### config.mk
export PLATFORM = sky130hd
export DESIGN_NAME = ctlword_tx
export DESIGN_NICKNAME = d
export VERILOG_FILES = /design/src/rtl/ctlword_tx.sv
export SDC_FILE = /design/constraint.sdc
export NUM_CORES = 1
export LEC_CHECK = 0
export BUFFER_PORTS_ARGS = -buffer_cell sky130_fd_sc_hd__buf_4
export CORE_ASPECT_RATIO = 1.2
export CORE_MARGIN = 1.5
export CORE_UTILIZATION = 56
export DETAILED_ROUTE_END_ITERATION = 8
export PLACE_DENSITY_LB_ADDON = 0.08
export SLEW_MARGIN = 40
export SYNTH_ARGS = -nofsm -noshare
export SYNTH_HDL_FRONTEND = slang
export SYNTH_SLANG_ARGS = --single-unit
### constraint.sdc
create_clock -name clk -period 2.2 [get_ports clk]
set_input_delay 0.44 -clock clk [delete_from_list [all_inputs] [get_ports clk]]
set_output_delay 0.44 -clock clk [all_outputs]
set_load 0.1 [all_outputs]
### src/rtl/ctlword_tx.sv
module ctlword_tx #(
  parameter int CLK_MHZ  = 4,
  parameter int HALF_DIV = 4,
  parameter int GAP_DIV  = 4,
  parameter int WORD_W   = 8
) (
  input  logic              clk,
  input  logic              rst_n,
  input  logic              start,
  input  logic              pair_mode,
  input  logic [WORD_W-1:0] first_word,
  input  logic [WORD_W-1:0] second_word,
  output logic              ser_clk,
  output logic              ser_data,
  output logic              latch_stb,
  output logic              busy
);

  localparam int HALF = (HALF_DIV < CLK_MHZ) ? CLK_MHZ : HALF_DIV;
  localparam int GAP  = (GAP_DIV < CLK_MHZ) ? CLK_MHZ : GAP_DIV;
  localparam int MAXC = (HALF > GAP) ? HALF : GAP;
  localparam int CW   = $clog2(MAXC + 1);
  localparam int BW   = (WORD_W > 1) ? $clog2(WORD_W) : 1;

  typedef enum logic [2:0] {S_IDLE, S_LO, S_HI, S_PRE, S_STB, S_POST} st_t;

  st_t              st;
  logic [CW-1:0]    cnt;
  logic [BW-1:0]    bidx;
  logic [WORD_W-1:0] sh, nxt;
  logic             pend;

  wire tick = (cnt == '0);

  always_ff @(posedge clk or negedge rst_n) begin
    if (!rst_n) begin
      st   <= S_IDLE;
      cnt  <= '0;
      bidx <= '0;
      sh   <= '0;
      nxt  <= '0;
      pend <= 1'b0;
    end else begin
      case (st)
        S_IDLE:
          if (start) begin
            st   <= S_LO;
            cnt  <= CW'(HALF - 1);
            bidx <= '0;
            sh   <= first_word;
            nxt  <= second_word;
            pend <= pair_mode;
          end
        S_LO:
          if (tick) begin
            st  <= S_HI;
            cnt <= CW'(HALF - 1);
          end else cnt <= cnt - 1'b1;
        S_HI:
          if (tick) begin
            if (bidx == BW'(WORD_W - 1)) begin
              st  <= S_PRE;
              cnt <= CW'(GAP - 1);
            end else begin
              st   <= S_LO;
              cnt  <= CW'(HALF - 1);
              bidx <= bidx + 1'b1;
              sh   <= sh >> 1;
            end
          end else cnt <= cnt - 1'b1;
        S_PRE:
          if (tick) begin
            st  <= S_STB;
            cnt <= CW'(GAP - 1);
          end else cnt <= cnt - 1'b1;
        S_STB:
          if (tick) begin
            st  <= pend ? S_POST : S_IDLE;
            cnt <= CW'(GAP - 1);
          end else cnt <= cnt - 1'b1;
        S_POST:
          if (tick) begin
            st   <= S_LO;
            cnt  <= CW'(HALF - 1);
            bidx <= '0;
            sh   <= nxt;
            pend <= 1'b0;
          end else cnt <= cnt - 1'b1;
        default: st <= S_IDLE;
      endcase
    end
  end

  assign ser_clk   = (st == S_HI);
  assign ser_data  = ((st == S_LO) || (st == S_HI)) && sh[0];
  assign latch_stb = (st == S_STB);
  assign busy      = (st != S_IDLE);


  data_steady_at_rise_chk: assert property (@(posedge clk) disable iff (!rst_n)
    $rose(ser_clk) |-> $stable(ser_data));


  data_steady_high_chk: assert property (@(posedge clk) disable iff (!rst_n)
    (ser_clk && $past(ser_clk)) |-> $stable(ser_data));


  quiet_in_strobe_chk: assert property (@(posedge clk) disable iff (!rst_n)
    latch_stb |-> (!ser_clk && !ser_data));


  start_accept_chk: assert property (@(posedge clk) disable iff (!rst_n)
    (start && !busy) |=> busy);


  strobe_after_guard_chk: assert property (@(posedge clk) disable iff (!rst_n)
    $rose(latch_stb) |-> !$past(ser_clk));


  busy_ends_with_strobe_chk: assert property (@(posedge clk) disable iff (!rst_n)
    $fell(busy) |-> $past(latch_stb));

endmodule

==> run_results.csv, run 1 <==
group,metric,value,unit
worst_setup_path,crit_required,1.76,ns
synthesis,synth.yosys.seq_area_share,40.5,%
layout,drive_gt1_share,35.2,%
grt,grt_pass1_vias,1188,
timing,finalSetupViolCount,0,
synthesis,netlist_top_cells_area,"sky130_fd_sc_hd__dfrtp_1, sky130_fd_sc_hd__mux2_4, sky130_fd_sc_hd__mux2_2",
timing,finClkSkew,0.00173,ns
worst_setup_path,cp_num_buf_inv,2,
synthesis,yosysWarningCount,0,
layout,flow.area_growth_from_synthesis,19.2,%
cts,cts.clk_slew.worst_paths,0.13,ns
synthesis,synth_cell_type_count,34,
cts,insertion_delay,0.32,ns
synthesis,postSynthRegisterBits,26,
timing,grt_setup_unrepaired,"no",
hold_path,min-delay-path-class,"input port to register",
synthesis,synth_nets,180,
outcome,status,"finished, final reports clean",
cts,tritoncts,"built",
flow_run,max-cap-violations,0,
floorplanning,dieHeight,61.7,um
cts,cts_buf_count,3,
grt,grt_max_degree,31,
worst_setup_path,worst_path_dominant_cell_family,"buffers and inverters",
cts,clock_sink_count,26,
pwr,power.density,1610,nW/um^2
routing,drtPass1Iterations,4,
timing,timing.setup.tns,0,ns
worst_setup_path,cp_max_fo,9,
place,post-dp-hpwl,2530,um
place,post-place-ws,0.316,ns
worst_setup_path,timing.critical_path.cells,"buf_4 > xnor2_1 > nor3b_4 > buf_4",
worst_setup_path,type_of_origin_of_the_critical_path,"register",
timing,final.min_clock_period,2.09,ns
floorplanning,boundaryPins,24,
synthesis,postSynthAreaPerCell,10.3,sq um
routing,drc,0,
floorplanning,floorplan.die_area,3200,sq um
timing,timing.final.hold_violations,0,
timing,final_worst_setup_slack,0.108,ns
layout,antenna_cells,0,
floorplanning,placeableCoreArea,2760,sq um
routing,routed_wl,3350,um
timing,max-slew-margin-rel,73.4,%
synthesis,synth_top_area_share,40.5,%
routing,post_drt_via_cell_ratio,5.92,
routing,vias,1262,
cts,h-tree-depth,1,
timing,fmax,0.478,GHz
grt,overflow,0,
floorplanning,fp.dieW,51.9,um
worst_setup_path,crit_top_cell,"sky130_fd_sc_hd__buf_4",
pwr,static-leakage-power,0.838,nW
synthesis,synth_area,1610,sq um
routing,drt.antenna.violating_nets,0,
synthesis,synth_top_cell_by_area,"sky130_fd_sc_hd__dfrtp_1",
worst_setup_path,worst_path_arrival,1.65,ns
synthesis,syn-instance-count,156,
layout,fill_cells,223,
worst_setup_path,critPathSlowestCell,"sky130_fd_sc_hd__dfrtp_1",
cts,cts-root-buf,"sky130_fd_sc_hd__clkbuf_4",
timing,final.period_utilization,95.1,%
worst_setup_path,worstSetupEndpointType,"primary output",
grt,grt_antenna_before_repair,0,
timing,timing.final.max_slew_violations,0,
place,finalWeightedCongestion,0.762,
floorplanning,floorplan.rows,21,
cts,clock_tree.buffer_depth,2,
routing,drt_first_iter_violations,28,
pwr,ir_drop,0.00105,V
worst_setup_path,critPathMaxStageDelay,0.47,ns
floorplanning,start_util,58.2,%
cts,cts_setup_buffers,0,
place,place.port_buffers,23,
grt,globalRouteTotalUtil,23.9,%
timing,tightestPinTransition,0.399,ns
worst_setup_path,critPathKind,"register to primary output",
routing,post_drt_wl_per_cell,15.7,um
layout,layout.nets,204,
grt,wire_length_of_the_first_global_routing_pass,5510,um
## path summary, 6_finish.rpt
path                                     start  endpoint  slack [ns]  cells after the start
max in group asynchronous                rst_n     st[2]        1.39                      2
worst max register to register         bidx[0]   bidx[0]        0.29                      7
worst min register to register          nxt[6]    nxt[6]        0.53                      1
worst max-delay path                     st[1]  ser_data        0.11                      4
min in group asynchronous                rst_n     sh[0]        0.55                      2
worst min-delay path            second_word[0]    nxt[0]        0.34                      2
## routing by layer
metal  wire length, um  up-vias  track usage, %  share of wire (%)
met3               106        4            3.40                3.2
met2              1640       28            39.8                 49
met5                 0        -               0                  0
met1              1570      618            31.3                 47
li1                  -      612               -                  -
met4                36        0            10.2                1.1
## what timing repair did
action	4_1_cts	5_1_grt
endpoints found under the setup margin	1	1
resized for setup	1	2
endpoints found under the hold margin	15	0
hold buffers	1	0
## cell usage after synthesis, drive strengths merged
cell type / number
mux2i: 4
nor2b: 10
o21ai: 2
o22ai: 7
a21oi: 4
o21a: 7
a21o: 1
nor2: 5
a21boi: 1
a211oi: 7
ha: 4
or3: 2
clkbuf: 3
a22o: 1
nor3: 20
a31oi: 1
o22a: 1
xnor2: 1
a32o: 2
nor3b: 3
dfrtp: 26
nand2b: 4
nand3: 2
mux2: 17
a311oi: 1
nand2: 3
inv: 5
buf: 12
## cell families after synthesis
family                     synth area share, %
and+or+nand+nor                           17.3
AOI/OAI and AO/OA                         15.6
DFF                                       40.5
muxes                                     16.3
buffers and inverters                     6.70
adders and majority gates                 3.12
xor gates and xnor gates                 0.545
## report_power, final
part           leakage (nW)  total, mW  switching [mW]  internal (mW)
clock network        0.0279      0.322           0.138          0.184
logic                 0.499       1.81           0.963          0.852
registers             0.311      0.948           0.229          0.720
total                 0.838       3.09            1.33           1.76
## state kept, by name (all words and copies together) (netlist names)
name  count
bidx      3
cnt       3
nxt       8
pend      1
sh        8
st        3
## per-stage QoR
stage | util (%) | hold slack [ns] | instances | cell area [sq um] | power, mW
after floorplan | - | 0.144 | 156 | 1630 | 2.37
after global placement | 66.9 | 0.363 | 208 | 1850 | 2.67
after detailed placement | 66.9 | 0.365 | 208 | 1850 | 2.76
after CTS | 69.2 | 0.329 | 213 | 1910 | 3.09
after global routing | 69.4 | 0.316 | 213 | 1910 | 3.31
final | 69.4 | 0.339 | 213 | 1910 | 3.09
## area by class of cell
type	instances	area, sq um	area share, %
clock buffers	3	22.5	1.18
clock inverters	1	30.0	1.57
inverters	5	18.8	0.980
multi-input cells	110	873	45.6
flip-flops and latches	26	653	34.1
well taps	34	42.5	2.22
repair buffers	34	274	14.3
## worst reg2reg max path, delay by kind of cell (launching register included)
family                     cells  cell delay [ns]
AOI/OAI and AO/OA              2             0.34
adders and majority gates      2             0.41
buffers and inverters          1             0.23
DFF                            1             0.43
muxes                          1             0.31
and+or+nand+nor                1             0.09
## cell usage in the layout, fill, tap and decap left out, types with 4 or more instances in the layout
cell                       Yosys  routed
sky130_fd_sc_hd__a211oi_1      7       7
sky130_fd_sc_hd__a21oi_1       4       4
sky130_fd_sc_hd__buf_4         2      31
sky130_fd_sc_hd__dfrtp_1      26      24
sky130_fd_sc_hd__ha_1          4       4
sky130_fd_sc_hd__inv_1         5       5
sky130_fd_sc_hd__mux2_2        9       9
sky130_fd_sc_hd__mux2_4        8       8
sky130_fd_sc_hd__mux2i_1       4       4
sky130_fd_sc_hd__nand2b_1      4       4
sky130_fd_sc_hd__nor2_1        5       4
sky130_fd_sc_hd__nor2b_1       8       8
sky130_fd_sc_hd__nor3_1       19      19
sky130_fd_sc_hd__o21a_1        7       7
sky130_fd_sc_hd__o22ai_1       7       7
No activity file was read; power rests on OpenSTA's default activity.
==> run 2, diff against run 1 <==
--- a/config.mk
+++ b/config.mk
@@ -8,7 +8,7 @@
 export BUFFER_PORTS_ARGS = -buffer_cell sky130_fd_sc_hd__buf_4
 export CORE_ASPECT_RATIO = 1.2
 export CORE_MARGIN = 1.5
-export CORE_UTILIZATION = 56
+export CORE_UTILIZATION = 40
 export DETAILED_ROUTE_END_ITERATION = 8
 export PLACE_DENSITY_LB_ADDON = 0.08
 export SLEW_MARGIN = 40
==> run_results.csv, run 2 (synthesis gave the netlist of run 1 again) <==
group,metric,value,unit
layout,fill_cells,385,
place,post-dp-hpwl,2450,um
grt,grt_pass1_vias,1136,
layout,drive_gt1_share,33.5,%
place,placedCellCount,226,
grt,overflow,0,
layout,mostFrequentLayoutCell,"sky130_fd_sc_hd__buf_4",
pwr,pwr-share-comb,58.4,%
routing,drt.antenna.violating_nets,0,
cts,cts_buf_count,3,
timing,timing.final.max_slew_violations,0,
pwr,portion_of_total_power_attributed_to_sequential_cells,31.0,%
floorplanning,floorplan.rows,25,
place,post-place-ws,0.358,ns
routing,drtPass1Iterations,5,
worst_setup_path,critPathKind,"register to primary output",
timing,timing.setup.tns,0,ns
cts,h-tree-depth,1,
cts,cts_resized,0,
flow_run,max-cap-violations,0,
timing,tightestPinTransition,0.464,ns
timing,final.hold.worst_slack,0.0603,ns
hold_path,min-delay-path-class,"input port to asynchronous set/reset pin",
worst_setup_path,worst_reg2reg_path_depth,5,
timing,grt_setup_unrepaired,"no",
place,place.port_buffers,23,
timing,final_worst_setup_slack,0.128,ns
floorplanning,start_util,41.1,%
layout,antenna_cells,0,
pwr,power.internal,1.68,mW
layout,flow.area_growth_from_synthesis,18.1,%
floorplanning,boundaryPins,24,
worst_setup_path,worst_setup_startpoint,"st[1]",
routing,routed_wl,3370,um
cts,cts.clk_slew.worst_paths,0.09,ns
pwr,static-leakage-power,0.821,nW
layout,layout.nets,201,
grt,grt_max_degree,29,
timing,final.min_clock_period,2.07,ns
timing,final.period_utilization,94.2,%
floorplanning,floorplan.die_area,4410,sq um
timing,timing.final.hold_violations,0,
cts,clock_sink_count,26,
layout,final_cell_mix,"sky130_fd_sc_hd__buf_4, sky130_fd_sc_hd__dfrtp_1, sky130_fd_sc_hd__nor3_1",
cts,cts-root-buf,"sky130_fd_sc_hd__clkbuf_8",
pwr,power.switching,1.31,mW
worst_setup_path,crit_required,1.76,ns
routing,post_drt_via_cell_ratio,5.22,
worst_setup_path,worst_path_arrival,1.63,ns
timing,max-slew-margin-rel,69.1,%
place,placed_cell_area,1840,sq um
grt,globalRouteTotalUtil,16.8,%
layout,largestRegisters,"nxt x8, sh x8",
floorplanning,placeableCoreArea,3910,sq um
timing,fmax,0.483,GHz
place,finalWeightedCongestion,0.829,
floorplanning,dieHeight,72.4,um
floorplanning,fp.dieW,60.9,um
grt,wire_length_of_the_first_global_routing_pass,5530,um
cts,insertion_delay,0.28,ns
cts,tritoncts,"built",
routing,post_drt_wl_per_cell,14.6,um
pwr,ir_drop,0.000634,V
cts,cts_setup_buffers,0,
routing,vias,1201,
grt,grt_antenna_before_repair,0,
worst_setup_path,worstSetupEndpointType,"primary output",
worst_setup_path,type_of_origin_of_the_critical_path,"register",
cts,post_cts_hold_buffers,0,
worst_setup_path,cp_max_fo,14,
layout,fin_area,1900,sq um
outcome,status,"finished, final reports clean",
pwr,power.density,1570,nW/um^2
worst_setup_path,crit-reg2reg-launch,"st[2]",
timing,finalSetupViolCount,0,
pwr,share_clk_of_total_power,10.6,%
timing,finClkSkew,0.00391,ns
cts,clock_tree.buffer_depth,2,
routing,drt_first_iter_violations,34,
routing,drc,0,
pwr,switching_share,43.8,%
layout,layout.cells.non_filler,230,
-- run 2: cell count changes in the layout (fill, tap and decap cells not counted), moves of 2 or more --
| cell | before | now |
|---|---|---|
| sky130_fd_sc_hd__dfrtp_2 | 2 | 0 |
| sky130_fd_sc_hd__clkbuf_4 | 3 | 0 |
| sky130_fd_sc_hd__clkbuf_8 | 0 | 4 |
| sky130_fd_sc_hd__dfrtp_1 | 24 | 26 |
-- run 2: critical path, stage by stage, from the launching register on --
cell                      delay [ns]
sky130_fd_sc_hd__dfrtp_1        0.46
sky130_fd_sc_hd__buf_4          0.28
sky130_fd_sc_hd__xnor2_1        0.13
sky130_fd_sc_hd__nor3b_4        0.17
sky130_fd_sc_hd__buf_4          0.31
-- run 2: through the flow --
step | utilization (%) | total power [mW]
3_3_place_gp | 47.1 | 2.65
4_1_cts | 48.5 | 3.01
3_5_place_dp | 47.1 | 2.68
2_1_floorplan | - | 2.37
6_report | 48.5 | 2.98
5_1_grt | 48.5 | 3.20
-- run 2: path summary, 6_finish.rpt --
path	end	slack (ns)
worst max-delay path	ser_data	0.13
worst min-delay path	st[0]	0.06
worst max register to register	sh[5]	0.33
worst min register to register	sh[3]	0.52
max in group asynchronous	sh[3]	1.88
min in group clk	nxt[1]	0.39
-- run 2: cell type report --
| class | instances | area [sq um] | share of cell area (%) |
|---|---|---|---|
| clock buffer | 4 | 55.1 | 2.90 |
| inverter | 5 | 18.8 | 0.989 |
| multi-input combinational | 110 | 873 | 46.0 |
| sequential | 26 | 651 | 34.3 |
| tap | 54 | 67.6 | 3.56 |
| timing repair buffer | 31 | 233 | 12.3 |
-- run 2: per-layer routing --
layer	vias up	global-route usage (%)	routed length [um]
met2	25	25.4	1530
met3	4	2.14	113
met4	0	6.52	42
li1	604	-	-
met1	568	24.1	1680
met5	-	0	0
-- run 2: power by group through the flow --
stage / Combinational (mW) / Clock [mW] / Sequential (mW)
3_3_place_gp: 1.72 / 0 / 0.936
4_1_cts: 1.75 / 0.331 / 0.927
6_report: 1.74 / 0.316 / 0.925
5_1_grt: 1.89 / 0.345 / 0.962
3_5_place_dp: 1.75 / 0 / 0.936
2_1_floorplan: 1.55 / 0 / 0.814
